==> config.mk <==
export PLATFORM = sky130hd
export DESIGN_NAME = dmac4_core
export DESIGN_NICKNAME = d
export VERILOG_FILES = /design/src/rtl/dmac4_pkg.sv /design/src/rtl/dmac4_chan.sv /design/src/rtl/dmac4_xfer.sv /design/src/rtl/dmac4_core.sv
export SDC_FILE = /design/constraint.sdc
export NUM_CORES = 1
export LEC_CHECK = 0
export BUFFER_PORTS_ARGS = -buffer_cell sky130_fd_sc_hd__buf_2
export CAP_MARGIN = 10
export CORE_MARGIN = 1.5
export CORE_UTILIZATION = 40
export DETAILED_ROUTE_END_ITERATION = 8
export GPL_TIMING_DRIVEN = 1
export HOLD_SLACK_MARGIN = 0.05
export PLACE_DENSITY_LB_ADDON = 0.15
export SKIP_LAST_GASP = 1
export SYNTH_ARGS = -nofsm -noshare
export SYNTH_HDL_FRONTEND = slang
export SYNTH_HIERARCHICAL = 1
export SYNTH_SLANG_ARGS = --single-unit
==> constraint.sdc <==
create_clock -name clk -period 2.6 [get_ports clk]
set_input_delay 0.13 -clock clk [delete_from_list [all_inputs] [get_ports clk]]
set_output_delay 0.13 -clock clk [all_outputs]
set_load 0.005 [all_outputs]
==> src/rtl/dmac4_pkg.sv <==
package dmac4_pkg;

    // Control register bit positions
    localparam int unsigned CTL_END_BIT  = 7;
    localparam int unsigned CTL_BUSY_BIT = 6;
    localparam int unsigned CTL_DIR_BIT  = 0;
    localparam int unsigned CTL_SW_MSB   = 5;

    // Interrupt register: bit 7 is the hardware-owned active flag
    localparam int unsigned IRQ_FLAG_BIT = 7;

    // Window offsets for the global registers
    localparam logic [4:0] OFS_ENABLE = 5'h14;
    localparam logic [4:0] OFS_IRQ    = 5'h15;
    localparam logic [4:0] OFS_CHAIN  = 5'h16;

    typedef enum logic [2:0] {
        XS_IDLE,
        XS_P2M_WR,
        XS_M2P_RD,
        XS_M2P_WR,
        XS_STEP
    } xfer_state_e;

    typedef enum logic [1:0] {
        FLD_ADDR_HI = 2'd0,
        FLD_ADDR_LO = 2'd1,
        FLD_CNT_HI  = 2'd2,
        FLD_CNT_LO  = 2'd3
    } chan_field_e;

endpackage

==> src/rtl/dmac4_chan.sv <==
module dmac4_chan
    import dmac4_pkg::*;
#(
    parameter int DATA_W = 8
) (
    input  logic                  clk,
    input  logic                  rst_n,
    input  logic                  fld_we_i,
    input  logic [1:0]            fld_sel_i,
    input  logic                  ctl_we_i,
    input  logic [DATA_W-1:0]     wdata_i,
    input  logic                  start_i,
    input  logic                  step_i,
    input  logic                  ctl_rd_i,
    output logic [2*DATA_W-1:0]   addr_o,
    output logic [2*DATA_W-1:0]   count_o,
    output logic [DATA_W-1:0]     ctl_o,
    output logic                  term_o
);

    localparam int CH_W = 2 * DATA_W;

    logic [CH_W-1:0]   addr_q;
    logic [CH_W-1:0]   count_q;
    logic [DATA_W-1:0] ctl_q;
    logic [DATA_W-1:0] ctl_d;

    // Last byte of the block: count is about to reach zero
    assign term_o = step_i && (count_q == CH_W'(1));

    always_comb begin
        ctl_d = ctl_q;
        if (ctl_we_i) begin
            ctl_d[CTL_SW_MSB:0] = wdata_i[CTL_SW_MSB:0];
        end
        if (ctl_rd_i) begin
            ctl_d[CTL_END_BIT] = 1'b0;
        end
        if (start_i) begin
            ctl_d[CTL_BUSY_BIT] = 1'b1;
            ctl_d[CTL_END_BIT]  = 1'b0;
        end
        if (term_o) begin
            ctl_d[CTL_BUSY_BIT] = 1'b0;
            ctl_d[CTL_END_BIT]  = 1'b1;
        end
    end

    always_ff @(posedge clk) begin
        if (!rst_n) begin
            addr_q  <= '0;
            count_q <= '0;
            ctl_q   <= '0;
        end else begin
            ctl_q <= ctl_d;
            if (step_i) begin
                addr_q  <= addr_q + 1'b1;
                count_q <= count_q - 1'b1;
            end else if (fld_we_i) begin
                unique case (chan_field_e'(fld_sel_i))
                    FLD_ADDR_HI: addr_q[CH_W-1:DATA_W]  <= wdata_i;
                    FLD_ADDR_LO: addr_q[DATA_W-1:0]     <= wdata_i;
                    FLD_CNT_HI:  count_q[CH_W-1:DATA_W] <= wdata_i;
                    FLD_CNT_LO:  count_q[DATA_W-1:0]    <= wdata_i;
                endcase
            end
        end
    end

    assign addr_o  = addr_q;
    assign count_o = count_q;
    assign ctl_o   = ctl_q;

    assert_step_moves_R8: assert property (@(posedge clk) disable iff (!rst_n)
        step_i |=> (addr_q == ($past(addr_q) + 1'b1)) && (count_q == ($past(count_q) - 1'b1)));

    assert_term_flags_R9: assert property (@(posedge clk) disable iff (!rst_n)
        term_o |=> ctl_q[CTL_END_BIT] && !ctl_q[CTL_BUSY_BIT]);

    assert_ctl_keep_R3: assert property (@(posedge clk) disable iff (!rst_n)
        (ctl_we_i && !step_i && !start_i && !ctl_rd_i)
        |=> (ctl_q[CTL_END_BIT:CTL_BUSY_BIT] == $past(ctl_q[CTL_END_BIT:CTL_BUSY_BIT])));

    assert_start_busy_R4: assert property (@(posedge clk) disable iff (!rst_n)
        (start_i && !term_o) |=> ctl_q[CTL_BUSY_BIT] && !ctl_q[CTL_END_BIT]);

endmodule

==> src/rtl/dmac4_xfer.sv <==
module dmac4_xfer
    import dmac4_pkg::*;
#(
    parameter int DATA_W = 8,
    parameter int PAGE_W = 4
) (
    input  logic                            clk,
    input  logic                            rst_n,
    input  logic                            req_i,
    input  logic                            active_i,
    input  logic                            dir_i,
    input  logic [2*DATA_W-1:0]             count_i,
    input  logic [2*DATA_W-1:0]             addr_i,
    input  logic [PAGE_W-1:0]               page_i,
    input  logic [DATA_W-1:0]               per_rdata_i,
    input  logic [DATA_W-1:0]               mem_rdata_i,
    output logic [2*DATA_W+PAGE_W-1:0]      mem_addr_o,
    output logic                            mem_we_o,
    output logic                            mem_re_o,
    output logic [DATA_W-1:0]               mem_wdata_o,
    output logic                            per_wr_o,
    output logic [DATA_W-1:0]               per_wdata_o,
    output logic                            step_o
);

    localparam int CH_W   = 2 * DATA_W;
    localparam int MEM_AW = CH_W + PAGE_W;

    xfer_state_e       state_q;
    xfer_state_e       state_d;
    logic [DATA_W-1:0] byte_q;
    logic              accept;

    assign accept = (state_q == XS_IDLE) && req_i && active_i && (count_i != '0);

    // Next-state selection
    always_comb begin
        state_d = state_q;
        unique case (state_q)
            XS_IDLE:   if (accept) state_d = dir_i ? XS_M2P_RD : XS_P2M_WR;
            XS_P2M_WR: state_d = XS_STEP;
            XS_M2P_RD: state_d = XS_M2P_WR;
            XS_M2P_WR: state_d = XS_STEP;
            XS_STEP:   state_d = XS_IDLE;
            default:   state_d = XS_IDLE;
        endcase
    end

    // State register
    always_ff @(posedge clk) begin
        if (!rst_n) begin
            state_q <= XS_IDLE;
        end else begin
            state_q <= state_d;
        end
    end

    // Peripheral byte captured when the request is accepted
    always_ff @(posedge clk) begin
        if (!rst_n) begin
            byte_q <= '0;
        end else if (accept) begin
            byte_q <= per_rdata_i;
        end
    end

    // Outputs
    always_comb begin
        mem_we_o = 1'b0;
        mem_re_o = 1'b0;
        per_wr_o = 1'b0;
        step_o   = 1'b0;
        unique case (state_q)
            XS_IDLE:   ;
            XS_P2M_WR: mem_we_o = 1'b1;
            XS_M2P_RD: mem_re_o = 1'b1;
            XS_M2P_WR: per_wr_o = 1'b1;
            XS_STEP:   step_o   = 1'b1;
            default:   ;
        endcase
    end

    assign mem_addr_o  = {page_i, {CH_W{1'b0}}} + MEM_AW'(addr_i);
    assign mem_wdata_o = byte_q;
    assign per_wdata_o = mem_rdata_i;

    assert_one_strobe_R7: assert property (@(posedge clk) disable iff (!rst_n)
        $onehot0({mem_we_o, mem_re_o, per_wr_o, step_o}));

    assert_m2p_order_R7: assert property (@(posedge clk) disable iff (!rst_n)
        mem_re_o |=> per_wr_o);

    assert_p2m_step_R6: assert property (@(posedge clk) disable iff (!rst_n)
        mem_we_o |=> step_o);

    assert_ignore_empty_R11: assert property (@(posedge clk) disable iff (!rst_n)
        ((state_q == XS_IDLE) && (count_i == '0)) |=> (state_q == XS_IDLE));

endmodule

==> src/rtl/dmac4_core.sv <==
module dmac4_core
    import dmac4_pkg::*;
#(
    parameter int DATA_W = 8,
    parameter int PAGE_W = 4,
    parameter int N_CHAN = 4,
    parameter int WIN_W  = 5
) (
    input  logic                          clk,
    input  logic                          rst_n,
    input  logic                          cfg_bus_inv,
    input  logic                          cpu_sel,
    input  logic                          cpu_we,
    input  logic [WIN_W-1:0]              cpu_addr,
    input  logic [DATA_W-1:0]             cpu_wdata,
    output logic [DATA_W-1:0]             cpu_rdata,
    output logic                          irq_o,
    input  logic [PAGE_W-1:0]             page_i,
    input  logic                          dreq_i,
    input  logic [DATA_W-1:0]             per_rdata_i,
    output logic                          per_wr_o,
    output logic [DATA_W-1:0]             per_wdata_o,
    output logic [2*DATA_W+PAGE_W-1:0]    mem_addr_o,
    output logic                          mem_we_o,
    output logic                          mem_re_o,
    output logic [DATA_W-1:0]             mem_wdata_o,
    input  logic [DATA_W-1:0]             mem_rdata_i
);

    localparam int CH_W = 2 * DATA_W;
    localparam int CI_W = $clog2(N_CHAN);

    logic [DATA_W-1:0] wdata_eff;
    logic [DATA_W-1:0] rd_raw;
    logic              cpu_wr;
    logic              cpu_rd;
    logic              ctl_space;

    logic [DATA_W-1:0] enable_q;
    logic [DATA_W-1:0] irqc_q;
    logic [DATA_W-1:0] irqc_d;
    logic [DATA_W-1:0] chain_q;

    logic [CH_W-1:0]   ch_addr  [N_CHAN];
    logic [CH_W-1:0]   ch_count [N_CHAN];
    logic [DATA_W-1:0] ch_ctl   [N_CHAN];
    logic [N_CHAN-1:0] ch_term;
    logic [N_CHAN-1:0] ch_ctl_rd;
    logic              xfer_step;
    logic              term_irq;

    assign wdata_eff = cfg_bus_inv ? ~cpu_wdata : cpu_wdata;
    assign cpu_wr    = cpu_sel && cpu_we;
    assign cpu_rd    = cpu_sel && !cpu_we;
    assign ctl_space = (cpu_addr[WIN_W-1:2] == 3'b100);

    for (genvar c = 0; c < N_CHAN; c++) begin : g_chan
        logic fld_we;
        logic ctl_we;
        logic start;
        logic step;

        assign fld_we       = cpu_wr && !cpu_addr[WIN_W-1] && (cpu_addr[3:2] == CI_W'(c));
        assign ctl_we       = cpu_wr && ctl_space && (cpu_addr[1:0] == CI_W'(c));
        assign ch_ctl_rd[c] = cpu_rd && ctl_space && (cpu_addr[1:0] == CI_W'(c));
        assign start        = cpu_wr && (cpu_addr == OFS_ENABLE) && wdata_eff[c] && !enable_q[c];

        if (c == 0) begin : g_xfer_step
            assign step = xfer_step;
        end else begin : g_no_step
            assign step = 1'b0;
        end

        dmac4_chan #(.DATA_W(DATA_W)) u_chan (
            .clk       (clk),
            .rst_n     (rst_n),
            .fld_we_i  (fld_we),
            .fld_sel_i (cpu_addr[1:0]),
            .ctl_we_i  (ctl_we),
            .wdata_i   (wdata_eff),
            .start_i   (start),
            .step_i    (step),
            .ctl_rd_i  (ch_ctl_rd[c]),
            .addr_o    (ch_addr[c]),
            .count_o   (ch_count[c]),
            .ctl_o     (ch_ctl[c]),
            .term_o    (ch_term[c])
        );
    end

    dmac4_xfer #(.DATA_W(DATA_W), .PAGE_W(PAGE_W)) u_xfer (
        .clk         (clk),
        .rst_n       (rst_n),
        .req_i       (dreq_i),
        .active_i    (enable_q[0]),
        .dir_i       (ch_ctl[0][CTL_DIR_BIT]),
        .count_i     (ch_count[0]),
        .addr_i      (ch_addr[0]),
        .page_i      (page_i),
        .per_rdata_i (per_rdata_i),
        .mem_rdata_i (mem_rdata_i),
        .mem_addr_o  (mem_addr_o),
        .mem_we_o    (mem_we_o),
        .mem_re_o    (mem_re_o),
        .mem_wdata_o (mem_wdata_o),
        .per_wr_o    (per_wr_o),
        .per_wdata_o (per_wdata_o),
        .step_o      (xfer_step)
    );

    assign term_irq = |(ch_term & irqc_q[N_CHAN-1:0]);

    always_comb begin
        irqc_d = irqc_q;
        if (cpu_wr && (cpu_addr == OFS_IRQ)) begin
            irqc_d[IRQ_FLAG_BIT-1:0] = wdata_eff[IRQ_FLAG_BIT-1:0];
        end
        if (|ch_ctl_rd) begin
            irqc_d[IRQ_FLAG_BIT] = 1'b0;
        end
        if (term_irq) begin
            irqc_d[IRQ_FLAG_BIT] = 1'b1;
        end
    end

    always_ff @(posedge clk) begin
        if (!rst_n) begin
            enable_q <= '0;
            irqc_q   <= '0;
            chain_q  <= '0;
        end else begin
            irqc_q <= irqc_d;
            if (cpu_wr && (cpu_addr == OFS_ENABLE)) enable_q <= wdata_eff;
            if (cpu_wr && (cpu_addr == OFS_CHAIN))  chain_q  <= wdata_eff;
        end
    end

    always_comb begin
        rd_raw = '0;
        if (!cpu_addr[WIN_W-1]) begin
            unique case (chan_field_e'(cpu_addr[1:0]))
                FLD_ADDR_HI: rd_raw = ch_addr[cpu_addr[3:2]][CH_W-1:DATA_W];
                FLD_ADDR_LO: rd_raw = ch_addr[cpu_addr[3:2]][DATA_W-1:0];
                FLD_CNT_HI:  rd_raw = ch_count[cpu_addr[3:2]][CH_W-1:DATA_W];
                FLD_CNT_LO:  rd_raw = ch_count[cpu_addr[3:2]][DATA_W-1:0];
            endcase
        end else if (ctl_space) begin
            rd_raw = ch_ctl[cpu_addr[1:0]];
        end else if (cpu_addr == OFS_ENABLE) begin
            rd_raw = enable_q;
        end else if (cpu_addr == OFS_IRQ) begin
            rd_raw = irqc_q;
        end else if (cpu_addr == OFS_CHAIN) begin
            rd_raw = chain_q;
        end
    end

    assign cpu_rdata = cfg_bus_inv ? ~rd_raw : rd_raw;
    assign irq_o     = irqc_q[IRQ_FLAG_BIT];

    assert_irq_needs_enable_R9: assert property (@(posedge clk) disable iff (!rst_n)
        $rose(irq_o) |-> $past(term_irq));

    assert_ctl_read_clears_R10: assert property (@(posedge clk) disable iff (!rst_n)
        ((|ch_ctl_rd) && !term_irq) |=> !irq_o);

    assert_irq_keep_flag_R5: assert property (@(posedge clk) disable iff (!rst_n)
        (cpu_wr && (cpu_addr == OFS_IRQ) && !(|ch_ctl_rd) && !term_irq) |=> $stable(irq_o));

endmodule

After elaboration in Yosys (flattened, before gate mapping) --
Cells that the tools add are included.
Word-level totals: bits in registers 192, input bits 39, output and inout bits 48, word-level logic and storage cells 164
Operators by class: add/subtract/negate cells 3, magnitude comparators 2, equality and inequality tests 16, multiplexer cells 37, bitwise gates (word level) 6, reduce and logical (&&, ||, !) cells 69
Operators with widths (number):
- two-way mux 16 bit | 8
- two-way mux 8 bit | 13
- binary-select mux 16 bit (select 2 bit) | 2
- logical AND 1 bit | 32
- case mux 8 bit (4 select lines) | 1
- AND reduction 2 bit | 16
- adder 20 x 16 -> 20 bit | 1
- adder 16 x 1 -> 16 bit, second input constant | 1
- binary-select mux 8 bit (select 2 bit) | 1
- == test 16 x 1 -> 1 bit, second input constant | 1
- NOT 8 bit | 2
- nonzero test 16 bit | 1
- subtractor 16 x 1 -> 16 bit, second input constant | 1
- == test 5 bit, second input constant | 3
- nonzero test 2 bit | 6
- case mux 3 bit (3 select lines) | 1
- == test 2 bit, second input constant | 4
- OR reduction 4 bit | 2
- two-way mux 1 bit | 7
- == test 3 x 2 -> 1 bit, second input constant | 2
- == test 3 bit, second input constant | 2
- greater-or-equal comparator 3 bit, second input constant | 2
- logical NOT 1 bit | 6
- two-way mux 2 bit | 3
- 11 further kinds | 15

Depth between registers and ports, before layout --
word-level depth 8, mapped depth 9

By module --
Netlist, hierarchy kept.
Modules (own cells, without submodules):
- dmac4_chan at g_chan[1].u_chan ... | times used 3, cells each 268, area each 2232.1 sq um, seq. area each 800.8 sq um
- dmac4_core | times used 1, cells each 314, area each 2867.8 sq um, seq. area each 480.5 sq um
- dmac4_chan at g_chan[0].u_chan | times used 1, cells each 250, area each 2115.8 sq um, seq. area each 800.8 sq um
- dmac4_xfer | times used 1, cells each 83, area each 709.4 sq um, seq. area each 220.2 sq um

Worst setup path before layout --
No wires, ideal clock.
kind input port to flip-flop, start point input cpu_addr[4], end point register g_chan[2].u_chan.addr_q[15], library setup time 0.125 ns, arrival 2.016 ns, required time 2.475 ns, setup slack 0.459 ns, cell stages on the path 7, path buffers 1, cells stage by stage clkbuf_1 -> nand3b_1 -> nor3b_1 -> nor4b_2 -> nor2_1 -> a221oi_1 -> nor3_1
Between the ends: longest elaborated chain between the ends 4
Ends and longest elaborated chain:
- start, declared | line dmac4_core.sv:14 | input logic [WIN_W-1:0] cpu_addr,
- logical NOT 1 bit
- logical AND 1 bit (2 in a row) | line dmac4_core.sv:63 | assign fld_we = cpu_wr && !cpu_addr[WIN_W-1] && (cpu_addr[3:2] == CI_W'(c));
- via g_chan[2].fld_we | line dmac4_core.sv:58 | logic fld_we;
- AND reduction 2 bit (no source line)
- end signal, assigned | line dmac4_chan.sv:57 | addr_q <= addr_q + 1'b1;
- end signal, assigned by index | line dmac4_chan.sv:61 | FLD_ADDR_HI: addr_q[CH_W-1:DATA_W] <= wdata_i;
- end signal, assigned by index | line dmac4_chan.sv:62 | FLD_ADDR_LO: addr_q[DATA_W-1:0] <= wdata_i;
- end, declared | line dmac4_chan.sv:23 | logic [CH_W-1:0] addr_q;
The timed path passes the listed nets, and every way through them passes these cells. A chain may end at the register's enable or synchronous reset.

Final worst setup path --
start point register g_chan[0].u_chan.count_q[0], end point output cpu_rdata[0]
Between the ends: longest elaborated chain between the ends 7
Ends and longest elaborated chain:
- start, declared | line dmac4_chan.sv:24 | logic [CH_W-1:0] count_q;
- start signal, assigned | line dmac4_chan.sv:58 | count_q <= count_q - 1'b1;
- start signal, assigned by index | line dmac4_chan.sv:63 | FLD_CNT_HI: count_q[CH_W-1:DATA_W] <= wdata_i;
- start signal, assigned by index | line dmac4_chan.sv:64 | FLD_CNT_LO: count_q[DATA_W-1:0] <= wdata_i;
- binary-select mux 16 bit (select 2 bit) (*) | line dmac4_core.sv:145 | FLD_CNT_LO: rd_raw = ch_count[cpu_addr[3:2]][DATA_W-1:0];
- two-way mux 16 bit (implied by the code) (*) (2 in a row) | line dmac4_core.sv:145
- case mux 8 bit (4 select lines) (*) | line dmac4_core.sv:141 | unique case (chan_field_e'(cpu_addr[1:0]))
- two-way mux 8 bit (*) | line dmac4_core.sv:140 | if (!cpu_addr[WIN_W-1]) begin
- NOT 8 bit | line dmac4_core.sv:158 | assign cpu_rdata = cfg_bus_inv ? ~rd_raw : rd_raw;
- two-way mux 8 bit (*) | line dmac4_core.sv:158
- end, declared | line dmac4_core.sv:16 | output logic [DATA_W-1:0] cpu_rdata,
Mark *: on every way between the ends. The rest lies on a longest branch, timed or not. The select of a mux whose other input is x is not followed.

==> results.ini <==
[status]
outcome = finished clean

[setup_path]
timing.rr.end = g_chan[0].u_chan/addr_o[9]
path_buf_inv = 1
cp_slowest_cell = mux4_2
crit_required_ns = 2.47
path_cells = mux4_2, a2111oi_1, a21oi_1, xor2_1, buf_2
path_delay_family = compound AO/OA/AOI/OAI gates
crit_type = reg -> out
reg2reg_depth = 6
start_kind = flop
endpoint_kind = output pin
crit_arrival_ns = 2.35
slowest_delay_ns = 0.51
r2r_slack_ns = 0.52
cp_max_fo = 5
r2r_start = u_xfer/state_q[2]

[clock_network]
cts_tree = yes
cts_buffers = 17
clk_latency_ns = 0.46
cts-root-buf = clkbuf_16
cts_sinks = 195
path_clk_slew_ns = 0.08
htree_levels = 4
clock_path_buffers = 2
cts_resized = 0

[routing]
num_vias = 11998
routed_via_density = 6.24
drc = 0
drtPass1Iterations = 5
wl_mm = 42.3
ant_nets = 0
routedWlPerCell_microns = 22.0
drt_iter0_markers = 1150

[place]
preCtsSetupSlack_ns = 0.348
dp.final_hpwl_mm = 30.0
dp_cells = 1884
place.gp.congestion = 0.909
io_buffers = 62
placed_area_sq_um = 13200

[final_layout]
design_area_sq_um = 13900
areaGrowthSynthToFinish_pct = 12.6
drive_above_1_share = 0.164
finalNonFillerCells = 1923
fin_nets = 1566
diodes = 0
post-route-util = 0.457

[logic_synthesis]
synthAdderAreaFrac = 0.0121
synth-seq-area-share = 0.315
synth_common_cells = dfxtp_1, nand2_1, nor2_1, a21oi_1, o21ai_0
synth_edf_count = 0
async_flop_share = 0
synth_cells = 1451
synth_top_family_by_area = simple AND/OR/NAND/NOR gates
synthFlopType = dfxtp_1
synth_compound_area_frac = 0.221
yosys_warnings = 6
synth-seq-cells = 195
yosysMostFrequentCell = dfxtp_1
synth_area_leaders = dfxtp_1, nand2_1, mux2i_1
synth_mux_area_frac = 0.116
synth_cell_types = 91
synth.avg_cell_area_sq_um = 8.54
netlist_area_sq_um = 12400
synth_xor_area_frac = 0.0177
synth_top_area_share = 0.315
yosysTopAreaCell = dfxtp_1
synth_simple_gate_area_frac = 0.252

[sta]
layout_min_cycle_time_ns = 2.48
post-route-period-util = 0.954
max_freq_mhz = 403
setup_slack_ns = 0.120
finalSetupViolations = 0
timing.hold.ws_ns = 0.0965
fin_worst_skew_ns = 0.0105
slew_headroom = 0.314
grt_setup_unrepaired = false
final.setup.tns_ns = 0
tightest_slew_ns = 1.03
finalHoldViolCount = 0
slew_viol_final = 0

[global_route]
grt_max_degree = 59
antenna_found_initial = 0
grt_use_total = 0.267
grt_overflow_total = 0
grt_first_pass_wirelength_mm = 64.9
grt_pass1_vias = 11130

[floorplanning]
num_io_pins = 87
start_util = 0.406
die_h_microns = 179
placementRows = 64
core_area_sq_um = 30500
die_area_sq_um = 32000
die_w_microns = 179

[power_and_ir_drop]
total_power_mw = 7.53
power_density_nw_per_um2 = 540
leakagePower_nw = 5.26
ir_drop_v = 0.000506

[job]
drv_cap = 0

[hold_path]
hold_depth = 3
hold_path_end = g_chan[3].u_chan/count_o[14]
hold_class = in -> reg
hp-start = rst_n

## worst max-delay path by stage
stage                                            from                           to  depth (start not counted)
final                     g_chan[0].u_chan/count_o[0]                 cpu_rdata[0]                          5
after global placement                    cpu_addr[3]  g_chan[1].u_chan/addr_o[14]                          9
after CTS                  g_chan[3].u_chan/addr_o[0]                 cpu_rdata[0]                          6
after floorplan                           cpu_addr[4]  g_chan[2].u_chan/addr_o[15]                          7
after global routing      g_chan[0].u_chan/count_o[0]                 cpu_rdata[0]                          5
after detailed placement                  cpu_addr[3]  g_chan[1].u_chan/addr_o[14]                          9
## state kept, by name, indices dropped and copies added (netlist names)
name and count:
irqc_q 8, u_xfer/state_q 3, enable_q 8, g_chan.u_chan/count_o 64, chain_q 8, g_chan.u_chan/ctl_o 32, g_chan.u_chan/addr_o 64, u_xfer/mem_wdata_o 8
## cell usage in the layout (no fill, tap or decap), drive strengths merged, types with 10 or more instances in the layout
cell,count
and2,10
o21ai,86
a311oi,15
o311ai,13
a211oi,27
a21oi,87
nand3b,14
and3,15
mux4,24
a221oi,11
ha,12
a31oi,25
mux2i,45
o21a,13
and3b,10
nand3,35
o211ai,11
nor3b,19
nor2,115
conb,15
dfxtp,195
nor3,44
or3,19
inv,47
nand2,145
a2bb2oi,18
o211a,23
buf,132
nand4,35
clkbuf,17
nor4,41
mux2,37
xnor2,21
## kinds of logic (layout without fill, tap and decap cells)
logic type / Yosys count / after routing
AND/OR/NAND/NOR: 561 / 561
AO/OA/AOI/OAI: 397 / 397
flip-flops: 195 / 195
buffers and inverters: 154 / 216
multiplexers: 106 / 106
XOR/XNOR: 25 / 25
adder cells (fa/ha/maj): 12 / 12
other: 1 / 15
## repair_timing
item                                    CTS  global route
endpoints found under the setup margin    0             0
endpoints found under the hold margin     8             0
hold buffers                              8             0
setup buffers                             0             0
## metal layers
layer | vias up | routed length (microns) | track usage
met2 | 443 | 19300 | 0.415
li1 | 5604 | - | -
met4 | 0 | 1130 | 0.100
met3 | 79 | 2680 | 0.0445
met5 | - | 0 | 0
met1 | 5872 | 19200 | 0.368
## power by group
group | internal (mW) | switching, mW
combinational | 0.552 | 0.812
clock | 1.62 | 1.29
sequential | 3.09 | 0.167
total | 5.26 | 2.27
## worst reg2reg max path, delay by kind of cell, from the launching register on
kind / cells / cell delay [ns]
AOI/OAI and AO/OA: 1 / 0.17
buffers and inverters: 1 / 0.25
and+or+nand+nor: 4 / 1.19
DFF: 1 / 0.39
## area by class of cell
cell class | count | area [sq um]
clock inverters | 14 | 205
multi-input cells | 1116 | 7730
flip-flops and latches | 195 | 3900
well taps | 396 | 495
fillers | 3010 | 16600
clock buffers | 17 | 425
inverters | 45 | 176
repair buffers | 140 | 1010
(Power assumes the default switching activity.)
